[src/rtl/fc_pkg.sv]
package fc_pkg;

  localparam int TEC_W = 9;
  localparam int REC_W = 8;

  typedef enum logic [1:0] {
    ST_ACTIVE  = 2'b00,
    ST_PASSIVE = 2'b01,
    ST_BUSOFF  = 2'b10
  } node_st_e;

  // Unsaturated transmit sum: current value plus units times the flag step.
  function automatic logic [TEC_W:0] tec_raw(input logic [TEC_W-1:0] cur,
                                             input logic [1:0]        units,
                                             input logic [4:0]        step);
    return {1'b0, cur} +
           ({{(TEC_W-1){1'b0}}, units} * {{(TEC_W-4){1'b0}}, step});
  endfunction

  // Receive sum with saturation at the all-ones value.
  function automatic logic [REC_W-1:0] rec_add_sat(input logic [REC_W-1:0] cur,
                                                   input logic [1:0]        units,
                                                   input logic              one,
                                                   input logic [4:0]        step);
    logic [REC_W+1:0] s;
    s = {2'b00, cur} +
        ({{REC_W{1'b0}}, units} * {{(REC_W-3){1'b0}}, step}) +
        {{(REC_W+1){1'b0}}, one};
    if (s > {2'b00, {REC_W{1'b1}}}) return {REC_W{1'b1}};
    return s[REC_W-1:0];
  endfunction

  // Receive value after a good message: clamp high values, else step down.
  function automatic logic [REC_W-1:0] rec_good(input logic [REC_W-1:0] cur,
                                                input logic [REC_W-1:0] clamp);
    if (cur > clamp) return clamp;
    if (cur != '0)   return cur - REC_W'(1);
    return cur;
  endfunction

  // Transmit value after a good message: step down, floor at zero.
  function automatic logic [TEC_W-1:0] tec_good(input logic [TEC_W-1:0] cur);
    if (cur != '0) return cur - TEC_W'(1);
    return cur;
  endfunction

endpackage

[src/rtl/fc_tx_ctr.sv]
module fc_tx_ctr
  import fc_pkg::*;
#(
  parameter int FLAG_STEP  = 8,
  parameter int BUSOFF_TEC = 127
) (
  input  logic             clk,
  input  logic             rst_n,
  input  logic             hold,
  input  logic             clear,
  input  logic [1:0]       units,
  input  logic             dec,
  output logic [TEC_W-1:0] tec_o,
  output logic             ovf_o
);

  localparam logic [TEC_W:0]   BO_LIM  = (TEC_W+1)'(1 << (TEC_W-1));
  localparam logic [TEC_W-1:0] BO_LOAD = TEC_W'(BUSOFF_TEC);
  localparam logic [4:0]       STEP    = 5'(FLAG_STEP);

  logic [TEC_W-1:0] tec_q;
  logic [TEC_W:0]   sum;
  logic             inc_any;

  always_comb begin
    sum     = tec_raw(tec_q, units, STEP);
    inc_any = (units != 2'b00);
    ovf_o   = !hold && inc_any && (sum >= BO_LIM);
  end

  always_ff @(posedge clk) begin
    if (!rst_n)       tec_q <= '0;
    else if (clear)   tec_q <= '0;
    else if (hold)    tec_q <= tec_q;
    else if (ovf_o)   tec_q <= BO_LOAD;
    else if (inc_any) tec_q <= sum[TEC_W-1:0];
    else if (dec)     tec_q <= tec_good(tec_q);
  end

  assign tec_o = tec_q;

  // a lone success pulse lowers a nonzero count by exactly one
  a_r4_tx_dec_one: assert property (@(posedge clk) disable iff (!rst_n)
    (dec && !inc_any && !hold && !clear && tec_q != '0) |=> (tec_q == $past(tec_q) - TEC_W'(1)));

  // zero stays zero on a lone success pulse
  a_r4_tx_floor: assert property (@(posedge clk) disable iff (!rst_n)
    (dec && !inc_any && !hold && !clear && tec_q == '0) |=> (tec_q == '0));

  // held counter does not move
  a_r9_tx_hold: assert property (@(posedge clk) disable iff (!rst_n)
    (hold && !clear) |=> $stable(tec_q));

endmodule

[src/rtl/fc_rx_ctr.sv]
module fc_rx_ctr
  import fc_pkg::*;
#(
  parameter int FLAG_STEP = 8,
  parameter int REC_CLAMP = 127
) (
  input  logic             clk,
  input  logic             rst_n,
  input  logic             hold,
  input  logic             clear,
  input  logic             one,
  input  logic [1:0]       units,
  input  logic             ok,
  output logic [REC_W-1:0] rec_o
);

  localparam logic [REC_W-1:0] CLAMP = REC_W'(REC_CLAMP);
  localparam logic [4:0]       STEP  = 5'(FLAG_STEP);

  logic [REC_W-1:0] rec_q;
  logic             inc_any;

  assign inc_any = one || (units != 2'b00);

  always_ff @(posedge clk) begin
    if (!rst_n)       rec_q <= '0;
    else if (clear)   rec_q <= '0;
    else if (hold)    rec_q <= rec_q;
    else if (inc_any) rec_q <= rec_add_sat(rec_q, units, one, STEP);
    else if (ok)      rec_q <= rec_good(rec_q, CLAMP);
  end

  assign rec_o = rec_q;

  // a saturated counter never wraps
  a_r2_rx_no_wrap: assert property (@(posedge clk) disable iff (!rst_n)
    (rec_q == '1 && inc_any && !hold && !clear) |=> (rec_q == '1));

  // a lone success pulse above the clamp lands exactly on the clamp
  a_r5_rx_clamp: assert property (@(posedge clk) disable iff (!rst_n)
    (ok && !inc_any && !hold && !clear && rec_q > CLAMP) |=> (rec_q == CLAMP));

  // held counter does not move
  a_r9_rx_hold: assert property (@(posedge clk) disable iff (!rst_n)
    (hold && !clear) |=> $stable(rec_q));

endmodule

[src/rtl/fc_bus_ctrl.sv]
module fc_bus_ctrl #(
  parameter int RECOV_OCC = 128
) (
  input  logic clk,
  input  logic rst_n,
  input  logic enter,
  input  logic rm_clear,
  input  logic idle11,
  input  logic irq_en,
  output logic busoff_o,
  output logic rm_o,
  output logic done_o,
  output logic bo_irq_o,
  output logic rc_irq_o
);

  localparam int             RCV_W = $clog2(RECOV_OCC + 1);
  localparam logic [RCV_W-1:0] LAST = RCV_W'(RECOV_OCC - 1);

  logic             bo_q, rm_q, bo_irq_q, rc_irq_q;
  logic [RCV_W-1:0] cnt_q;

  assign done_o = bo_q && !rm_q && idle11 && (cnt_q == LAST);

  always_ff @(posedge clk) begin
    if (!rst_n) begin
      bo_q     <= 1'b0;
      rm_q     <= 1'b0;
      cnt_q    <= '0;
      bo_irq_q <= 1'b0;
      rc_irq_q <= 1'b0;
    end else begin
      bo_irq_q <= enter && irq_en;
      rc_irq_q <= done_o && irq_en;
      if (enter) begin
        bo_q  <= 1'b1;
        rm_q  <= 1'b1;
        cnt_q <= '0;
      end else if (bo_q) begin
        if (rm_q) begin
          if (rm_clear) rm_q <= 1'b0;
        end else if (done_o) begin
          bo_q  <= 1'b0;
          cnt_q <= '0;
        end else if (idle11) begin
          cnt_q <= cnt_q + RCV_W'(1);
        end
      end
    end
  end

  assign busoff_o = bo_q;
  assign rm_o     = rm_q;
  assign bo_irq_o = bo_irq_q;
  assign rc_irq_o = rc_irq_q;

  // reset mode keeps the node bus off until software clears it
  a_r10_rm_holds: assert property (@(posedge clk) disable iff (!rst_n)
    (bo_q && rm_q && !rm_clear) |=> (bo_q && rm_q));

  // entry interrupt lasts a single cycle
  a_r8_irq_single: assert property (@(posedge clk) disable iff (!rst_n)
    bo_irq_q |=> !bo_irq_q);

  // recovery interrupt lasts a single cycle
  a_r11_irq_single: assert property (@(posedge clk) disable iff (!rst_n)
    rc_irq_q |=> !rc_irq_q);

  // leaving bus off only happens with reset mode already cleared
  a_r11_exit_needs_clear: assert property (@(posedge clk) disable iff (!rst_n)
    $fell(bo_q) |-> !$past(rm_q));

endmodule

[src/rtl/can_fault_confine.sv]
module can_fault_confine
  import fc_pkg::*;
#(
  parameter int FLAG_STEP   = 8,
  parameter int PASSIVE_LIM = 128,
  parameter int WARN_LIM    = 96,
  parameter int REC_CLAMP   = 127,
  parameter int BUSOFF_TEC  = 127,
  parameter int RECOV_OCC   = 128
) (
  input  logic             clk,
  input  logic             rst_n,
  input  logic             irq_en,
  input  logic             rx_err_i,
  input  logic             rx_flag_biterr_i,
  input  logic             rx_dom_after_flag_i,
  input  logic             rx_extra_dom_i,
  input  logic             tx_flag_i,
  input  logic             tx_exc_ack_i,
  input  logic             tx_exc_arb_i,
  input  logic             tx_flag_biterr_i,
  input  logic             tx_extra_dom_i,
  input  logic             tx_ok_i,
  input  logic             rx_ok_i,
  input  logic             idle11_i,
  input  logic             rm_clear_i,
  output logic [8:0]       tec_o,
  output logic [7:0]       rec_o,
  output logic [1:0]       node_state_o,
  output logic             warn_o,
  output logic             reset_mode_o,
  output logic             busoff_irq_o,
  output logic             recover_irq_o
);

  localparam logic [TEC_W-1:0] T_PASS = TEC_W'(PASSIVE_LIM);
  localparam logic [REC_W-1:0] R_PASS = REC_W'(PASSIVE_LIM);
  localparam logic [TEC_W-1:0] T_WARN = TEC_W'(WARN_LIM);
  localparam logic [REC_W-1:0] R_WARN = REC_W'(WARN_LIM);

  // Named internal events
  logic             passive_now;
  logic             tx_flag_counted;
  logic [1:0]       tx_units;
  logic [1:0]       rx_units;
  logic             rx_one;
  logic             enter_bo;
  logic             recov_done;
  logic             busoff;
  logic [TEC_W-1:0] tec;
  logic [REC_W-1:0] rec;
  node_st_e         st;

  assign passive_now     = (tec >= T_PASS) || (rec >= R_PASS);
  assign tx_flag_counted = tx_flag_i && !tx_exc_arb_i && !(tx_exc_ack_i && passive_now);
  assign tx_units        = {1'b0, tx_flag_counted} + {1'b0, tx_flag_biterr_i} +
                           {1'b0, tx_extra_dom_i};
  assign rx_units        = {1'b0, rx_flag_biterr_i} + {1'b0, rx_dom_after_flag_i} +
                           {1'b0, rx_extra_dom_i};
  assign rx_one          = rx_err_i && !rx_flag_biterr_i;

  fc_tx_ctr #(
    .FLAG_STEP (FLAG_STEP),
    .BUSOFF_TEC(BUSOFF_TEC)
  ) u_tx (
    .clk  (clk),
    .rst_n(rst_n),
    .hold (busoff),
    .clear(recov_done),
    .units(tx_units),
    .dec  (tx_ok_i),
    .tec_o(tec),
    .ovf_o(enter_bo)
  );

  fc_rx_ctr #(
    .FLAG_STEP(FLAG_STEP),
    .REC_CLAMP(REC_CLAMP)
  ) u_rx (
    .clk  (clk),
    .rst_n(rst_n),
    .hold (busoff),
    .clear(recov_done || enter_bo),
    .one  (rx_one),
    .units(rx_units),
    .ok   (rx_ok_i),
    .rec_o(rec)
  );

  fc_bus_ctrl #(
    .RECOV_OCC(RECOV_OCC)
  ) u_bus (
    .clk     (clk),
    .rst_n   (rst_n),
    .enter   (enter_bo),
    .rm_clear(rm_clear_i),
    .idle11  (idle11_i),
    .irq_en  (irq_en),
    .busoff_o(busoff),
    .rm_o    (reset_mode_o),
    .done_o  (recov_done),
    .bo_irq_o(busoff_irq_o),
    .rc_irq_o(recover_irq_o)
  );

  always_comb begin
    if (busoff)           st = ST_BUSOFF;
    else if (passive_now) st = ST_PASSIVE;
    else                  st = ST_ACTIVE;
  end

  assign node_state_o = st;
  assign tec_o        = tec;
  assign rec_o        = rec;
  assign warn_o       = (tec > T_WARN) || (rec > R_WARN);

  // the passive code only appears with a counter at or above the limit
  a_r7_passive_limit: assert property (@(posedge clk) disable iff (!rst_n)
    (node_state_o == 2'b01) |-> (tec_o >= T_PASS || rec_o >= R_PASS));

  // bus-off entry leaves the documented counter values and reset mode
  a_r8_entry_values: assert property (@(posedge clk) disable iff (!rst_n)
    $rose(busoff) |-> (tec_o == TEC_W'(BUSOFF_TEC) && rec_o == '0 && reset_mode_o));

  // recovery leaves both counters cleared and the node active
  a_r11_exit_values: assert property (@(posedge clk) disable iff (!rst_n)
    $fell(busoff) |-> (tec_o == '0 && rec_o == '0 && node_state_o == 2'b00));

  // a flag excepted by the arbitration qualifier moves nothing on its own
  a_r3_arb_exception: assert property (@(posedge clk) disable iff (!rst_n)
    (!busoff && tx_flag_i && tx_exc_arb_i && !tx_flag_biterr_i && !tx_extra_dom_i && !tx_ok_i)
      |=> $stable(tec_o));

endmodule

[config.mk]
export PLATFORM = sky130hd
export DESIGN_NAME = can_fault_confine
export DESIGN_NICKNAME = d
export VERILOG_FILES = /design/src/rtl/fc_pkg.sv /design/src/rtl/fc_tx_ctr.sv /design/src/rtl/fc_rx_ctr.sv /design/src/rtl/fc_bus_ctrl.sv /design/src/rtl/can_fault_confine.sv
export SDC_FILE = /design/constraint.sdc
export NUM_CORES = 1
export LEC_CHECK = 0
export ABC_AREA = 1
export BUFFER_PORTS_ARGS = -buffer_cell sky130_fd_sc_hd__buf_2
export CORE_MARGIN = 5
export CORE_UTILIZATION = 52
export CTS_CLUSTER_SIZE = 25
export DETAILED_ROUTE_END_ITERATION = 8
export PLACE_DENSITY = 0.77
export SKIP_CTS_REPAIR_TIMING = 1
export SYNTH_ARGS = -nofsm -noshare
export SYNTH_HDL_FRONTEND = slang
export SYNTH_SLANG_ARGS = --single-unit
[constraint.sdc]
create_clock -name clk -period 2.7 [get_ports clk]
set_clock_uncertainty 0.15 [all_clocks]
set_input_delay 0.54 -clock clk [delete_from_list [all_inputs] [get_ports clk]]
set_output_delay 0.54 -clock clk [all_outputs]
set_load 0.005 [all_outputs]
======== Word-level counts from Yosys, hierarchy flattened ========
Cells that the tools add are included.
operators by class
  $add $sub $neg .......................... 10
  order comparisons ....................... 7
  equal/unequal tests ..................... 1
  muxes and demuxes ....................... 50
  bitwise logic cells ..................... 3
  reduce and logical (&&, ||, !) cells .... 36
operator list
  cell                                                             number
  2-to-1 mux 8 bit                                                 10
  2-to-1 mux 9 bit                                                 5
  2-to-1 mux 1 bit                                                 34
  greater-than comparator 8 x 7 -> 1 bit (second input constant)   2
  logical AND 1 bit                                                11
  adder 10 x 1 -> 10 bit                                           1
  adder 9 x 5 -> 10 bit                                            1
  >= comparator 10 x 9 -> 1 bit (second input constant)            1
  greater-than comparator 10 x 8 -> 1 bit (second input constant)  1
  nonzero test 2 bit                                               5
  adder 8 x 5 -> 9 bit                                             1
  >= comparator 9 x 8 -> 1 bit (second input constant)             1
  greater-than comparator 9 x 7 -> 1 bit (second input constant)   1
  AND reduction 3 bit                                              3
  nonzero test 3 bit                                               3
  nonzero test 9 bit                                               1
  subtractor 9 x 1 -> 9 bit (second input constant)                1
  adder 8 x 1 -> 8 bit (second input constant)                     1
  equality test 8 x 7 -> 1 bit (second input constant)             1
  >= comparator 8 bit (second input constant)                      1
  nonzero test 8 bit                                               1
  subtractor 8 x 1 -> 8 bit (second input constant)                1
  OR reduction 2 bit                                               3
  logical NOT 1 bit                                                5
  other kinds (5)                                                  12
storage, ports and cells
  bits in registers ....................... 29
  bits of input ports ..................... 16
  output and inout bits ................... 23
  word-level logic and storage cells ...... 114

======== Longest topological paths before layout ========
  depth after elaboration ................. 23
  mapped depth ............................ 17
  depth with buffers taken out ............ 17

======== Modules after synthesis ========
Synthesis repeated with hierarchy kept, for this count alone.
second synthesis, totals
  cells, all modules ...................... 400
  area, all modules ....................... 2441.1 um^2
by module, submodules not included
  module             times used  cells an instance  area an instance (um^2)  seq. area each (um^2)
  fc_rx_ctr          1           165                900.9                    160.2
  fc_tx_ctr          1           127                814.5                    180.2
  fc_bus_ctrl        1           81                 570.5                    240.2
  can_fault_confine  1           27                 155.1                    0.0

======== Least setup slack after synthesis ========
No wires, ideal clock.
  path type ............................... input to register
  from .................................... input tx_exc_arb_i
  to ...................................... register u_tx.tec_q[3], in the netlist u_tx.tec_o[3]
  library setup time ...................... 0.113 ns
  data arrival time ....................... 2.531 ns
  data required time ...................... 2.437 ns
  setup slack ............................. -0.094 ns
  stages .................................. 14
  path buffers ............................ 1
  cell sequence ........................... nand3b_1 > fa_1 > inv_1 > ha_1 > fa_1 > inv_1 > nor2_2 > nand3_1 > nand3_2 > nand3_4 > buf_6 > nand2_1 > o21ai_1 > inv_1
on the way
  cells in the longest elaborated chain, start to end .. 10
  elaborated cells between the ends (all ways) .. 15
  classes of those cells .................. add/sub (3); order compare (1); mux (2); reduce/logical (9)
ends and longest elaborated chain
  item                                                                       RTL line                       source
  start: declaration                                                         can_fault_confine.sv:20        input logic tx_exc_arb_i,
  logical NOT 1 bit *                                                        can_fault_confine.sv:55        assign tx_flag_counted = tx_flag_i && !tx_exc_arb_i && !(tx_exc_ack_i && passive_now);
  logical AND 1 bit * (2 in a row)                                           can_fault_confine.sv:55
  adder 1 x 1 -> 2 bit *                                                     can_fault_confine.sv:56        assign tx_units = {1'b0, tx_flag_counted} + {1'b0, tx_flag_biterr_i} +
  adder 2 x 1 -> 2 bit *                                                     can_fault_confine.sv:56
  adder 9 x 5 -> 10 bit / nonzero test 2 bit (equally long branches)         fc_pkg.sv:16, fc_tx_ctr.sv:27
  >= comparator 10 x 9 -> 1 bit / logical AND 1 bit (equally long branches)  fc_tx_ctr.sv:28                ovf_o = !hold && inc_any && (sum >= BO_LIM);
  logical AND 1 bit                                                          fc_tx_ctr.sv:28
  nonzero test 3 bit (no line)                                               n/a
  AND reduction 3 bit (no line)                                              n/a
  end signal: assignment                                                     fc_tx_ctr.sv:34                else if (hold) tec_q <= tec_q;
  end signal: assignment                                                     fc_tx_ctr.sv:36                else if (inc_any) tec_q <= sum[TEC_W-1:0];
  end signal: assignment                                                     fc_tx_ctr.sv:37                else if (dec) tec_q <= tec_good(tec_q);
  end: declaration                                                           fc_tx_ctr.sv:21                logic [TEC_W-1:0] tec_q;
Every way passes the cells marked *; elsewhere a longest branch is shown, timed or not.
A chain may end at the register's enable or synchronous reset.

======== Worst setup path in the final report ========
  from .................................... register u_tx.tec_q[8], in the netlist u_tx.tec_o[8]
  to ...................................... register u_rx.rec_q[4], in the netlist u_rx.rec_o[4]
on the way
  cells in the longest elaborated chain, start to end .. 12
  elaborated cells between the ends (all ways) .. 14
  classes of those cells .................. add/sub (3); order compare (2); reduce/logical (9)
ends and longest elaborated chain
  item                                                                       RTL line                       source
  >= comparator 9 x 8 -> 1 bit                                               can_fault_confine.sv:54        assign passive_now = (tec >= T_PASS) || (rec >= R_PASS);
  logical OR 1 bit                                                           can_fault_confine.sv:54
  logical AND 1 bit                                                          can_fault_confine.sv:55
  logical NOT 1 bit                                                          can_fault_confine.sv:55
  logical AND 1 bit                                                          can_fault_confine.sv:55
  adder 1 x 1 -> 2 bit                                                       can_fault_confine.sv:56
  adder 2 x 1 -> 2 bit                                                       can_fault_confine.sv:56
  adder 9 x 5 -> 10 bit / nonzero test 2 bit (equally long branches)         fc_pkg.sv:16, fc_tx_ctr.sv:27
  >= comparator 10 x 9 -> 1 bit / logical AND 1 bit (equally long branches)  fc_tx_ctr.sv:28
  logical AND 1 bit *                                                        fc_tx_ctr.sv:28
  logical OR 1 bit *                                                         can_fault_confine.sv:83        .clear(recov_done || enter_bo),
  OR reduction 2 bit (no line) *                                             n/a
  end signal: assignment                                                     fc_rx_ctr.sv:28                else if (hold) rec_q <= rec_q;
  end signal: assignment                                                     fc_rx_ctr.sv:29                else if (inc_any) rec_q <= rec_add_sat(rec_q, units, one, STEP);
  end signal: assignment                                                     fc_rx_ctr.sv:30                else if (ok) rec_q <= rec_good(rec_q, CLAMP);
  end: declaration                                                           fc_rx_ctr.sv:20                logic [REC_W-1:0] rec_q;
Marked as above.

==> summary by stage <==
Place
The standard cell area after detailed placement is 2700 sq um. At the end of routability-driven placement, the weighted congestion stood at 0.922. Input and output buffers added on the ports amount to 38. The HPWL reported at the end of detailed placement is 4600 um.

Synthesis
The portion of the post-synthesis area used by sequential elements is 0.242. Sorting the synthesized cells by area gives the leading types as sky130_fd_sc_hd__dfxtp_1, sky130_fd_sc_hd__nand2_1, sky130_fd_sc_hd__inv_1, sky130_fd_sc_hd__nor2_1, sky130_fd_sc_hd__nand3_1. Each instance of the synthesized netlist takes up on average 6.20 sq um.

The Yosys step of the flow raised 0 warnings. Synthesis instantiated 36 different standard cells from the library. The most used flip-flop cell after synthesis is sky130_fd_sc_hd__dfxtp_1. The synthesized netlist net count is 418.

The most common cell in the netlist is sky130_fd_sc_hd__nand2_1. The share of flip-flops with an asynchronous set or reset after synthesis is 0. Synthesis handed over a netlist of 387 instances. The number of synthesized flops with an enable pin is 0. Of the post-synthesis cell area, the dominant cell type holds 0.242. The library cell occupying the most area in the post-synthesis netlist is sky130_fd_sc_hd__dfxtp_1. By count the netlist is led by sky130_fd_sc_hd__nand2_1, sky130_fd_sc_hd__inv_1, sky130_fd_sc_hd__nor2_1, sky130_fd_sc_hd__nand3_1, sky130_fd_sc_hd__dfxtp_1.

The number of storage elements in the synthesis netlist is 29. The post-synth design cell area is about 2400 sq um.

Detailed routing
The via count is 2609. In the final routed layout, each cell accounts on average for 12.9 um. After detailed routing, the number of remaining DRC violations is 0. The number of vias per cell is 5.25.

In this run the remaining antenna-violating nets after routing total 0. The pre-antenna-repair detailed-routing pass consisted of 5 iterations. After the first detailed-routing iteration, the DRC count stood at 186.

The final layout contains routed wiring with a total length of 6430 um.

Critical path
The endpoint identified for the worst register-to-register timing path is u_rx.rec_o[4]. The element type at the critical path start is a flip-flop. Data arrives at the worst endpoint at 2910 ps.

The launching point of the worst reg2reg path is u_tx.tec_o[8]. The required time of the critical path is around 2800 ps. The category of the most critical setup path is flip-flop to flip-flop. The worst reg-to-reg path cell count is 17. The worst setup slack for register-to-register paths is -140 ps. The peak fanout along the critical path is 8. The worst setup path is captured at a flip-flop.

Clock network
The clock slew seen by the registers of the worst setup and hold paths is 70 ps. TritonCTS built the clock tree. Buffers inserted during clock tree synthesis total 5. The root cell of the clock tree is sky130_fd_sc_hd__clkbuf_8. The total clock sinks is 29. The H-tree was split into 2 levels.

The largest buffer count on any clock path is 2. The clock insertion delay at the later pin of the skew report is 290 ps.

STA
For the finished layout, the period the worst path requires is 2840 ps. Setup repair after global routing could not meet its margin everywhere. The number of pins with negative max-slew slack in the final report came to 0.

The worst relative slew slack is 0.720. Setup slack on the critical path of the routed design comes to -136 ps. The setup violation total in the final timing report is 28. Dividing the final minimum period by the clock period gives 1.05. The transition at the pin with the smallest max-transition slack is between 400 and 500 ps. The maximum frequency from static timing analysis is 0.353 GHz. The final count of hold timing violations came to 0.

Final layout
The final cell area excluding filler cells is 3010 sq um. The repair_antennas step left the layout with diodes totalling 0. The area growth from synthesis to layout is 25.4%. Measured on the finished design, the core utilization comes to 0.681. Of the cells placed in the final design, the portion with a size suffix greater than 1 is 0.281. The net count of the finished layout is 475.

Global routing
The total global routing overflow is 0. The maximum number of pins on one net before global-route repair is 13. The number of global-route vias before repair is 2300.

The number of antenna violations at the first check in global routing is 0. The overall routing resource usage is 0.205. The first-pass GRT wire length is 10400 um.

Worst hold path
The path with the worst hold slack has its endpoint at u_bus.rc_irq_o. The number of stages on the worst hold path is 2. The path class of the tightest hold or removal check is flip-flop to flip-flop. In this run the most critical hold path is launched from u_bus.cnt_q[6].

Die
For this design the top-level I/O count stands at 39. The site row count is 24. The core outline area is about 4400 sq um.

The overall die area is 6070 sq um. The initial utilization of the core area, before any placement, comes to 0.543. The y dimension of the die is 77.9 um. Measured along the x axis, the die boundary spans 77.9 um.

Run
Across the run, the number of max-cap violations was 0.

Power and ir drop
The power consumption is 0.00317 W. The leakage component of the power is 1.55 nW. IR analysis of the VDD net gives a maximum drop of roughly 0.56 mV. The power density normalized to cell area is 1050 nW/um^2.

Status
The run finished, with violations left. The final reports fail on setup timing.
-- kinds of logic after synthesis --
group                    Yosys count  synth area share
XOR/XNOR                           8            0.0292
buffers and inverters             68             0.119
AND/OR/NAND/NOR                  231             0.431
flip-flops                        29             0.242
AO/OA/AOI/OAI                     36            0.0876
adder cells (fa/ha/maj)           15            0.0908
-- sequential cells by signal, summed over array words and instances, names as in the netlist --
name	cells
u_bus.bo_irq_o	1
u_bus.busoff_o	1
u_bus.cnt_q	8
u_bus.rc_irq_o	1
u_bus.rm_o	1
u_rx.rec_o	8
u_tx.tec_o	9
-- worst max path at each step --
stage | depth (start not counted) | to | from
after detailed placement | 15 | u_rx.rec_o[4] | tx_exc_arb_i
after CTS | 17 | u_rx.rec_o[4] | u_tx.tec_o[8]
after global routing | 17 | u_tx.tec_o[4] | u_tx.tec_o[8]
final | 17 | u_rx.rec_o[4] | u_tx.tec_o[8]
after global placement | 15 | u_rx.rec_o[7] | tx_exc_arb_i
after floorplan | 14 | u_tx.tec_o[3] | tx_exc_arb_i
-- report_power, final --
part           leakage, nW  internal (W)  switching, W
registers            0.238      0.000552      0.000207
clock network       0.0542      0.000230      0.000173
logic                 1.26      0.000809       0.00120
-- cell type report --
type | instances | area, sq um
Clock buffer | 7 | 96.3
Clock inverter | 1 | 5.00
Fill cell | 381 | 1410
Inverter | 59 | 234
Multi-Input combinational cell | 290 | 1670
Sequential cell | 29 | 582
Tap cell | 52 | 65.1
Timing Repair Buffer | 59 | 359
-- worst max-delay path, stage by stage (launching register included) --
cell and delay, ps:
sky130_fd_sc_hd__dfxtp_2 330, sky130_fd_sc_hd__nor2_2 100, sky130_fd_sc_hd__nand2_1 70, sky130_fd_sc_hd__nand2_1 60, sky130_fd_sc_hd__nand3b_1 100, sky130_fd_sc_hd__fa_1 570, sky130_fd_sc_hd__inv_2 60, sky130_fd_sc_hd__ha_4 160
sky130_fd_sc_hd__fa_2 360, sky130_fd_sc_hd__inv_2 90, sky130_fd_sc_hd__nor2_4 40, sky130_fd_sc_hd__nand3_2 80, sky130_fd_sc_hd__nand3_4 90, sky130_fd_sc_hd__nand3_4 140, sky130_fd_sc_hd__nand2_4 110, sky130_fd_sc_hd__clkinv_8 100
sky130_fd_sc_hd__nand2_1 70, sky130_fd_sc_hd__a21oi_2 100
-- per-layer routing --
layer,track usage,wire length [um]
met1,0.290,2900
met2,0.316,3000
met3,0.0382,427
met4,0.0625,105
met5,0,0
-- layout by cell type (no fill, tap or decap), types with 7 or more instances in the layout --
cell type and n:
sky130_fd_sc_hd__buf_4 18, sky130_fd_sc_hd__inv_1 50, sky130_fd_sc_hd__dfxtp_1 28, sky130_fd_sc_hd__nand2_4 7, sky130_fd_sc_hd__ha_1 9, sky130_fd_sc_hd__o21ai_0 8, sky130_fd_sc_hd__buf_2 38, sky130_fd_sc_hd__clkbuf_8 7
sky130_fd_sc_hd__nand2_1 109, sky130_fd_sc_hd__a21oi_2 9, sky130_fd_sc_hd__a21oi_1 10, sky130_fd_sc_hd__nor2_1 47, sky130_fd_sc_hd__nand3_1 32, sky130_fd_sc_hd__nor3_1 8, sky130_fd_sc_hd__inv_2 8
-- through the flow --
stage	cells	hold WS [ps]	worst slack [ps]	TNS [ps]
floorplan	387	293	2.68	0
global placement	481	323	-263	-5540
detailed placement	481	315	-287	-5610
CTS	489	337	-138	-1320
global route	497	364	-371	-8760
finish	497	350	-136	-2570
Power figures use the tool's default switching activity.
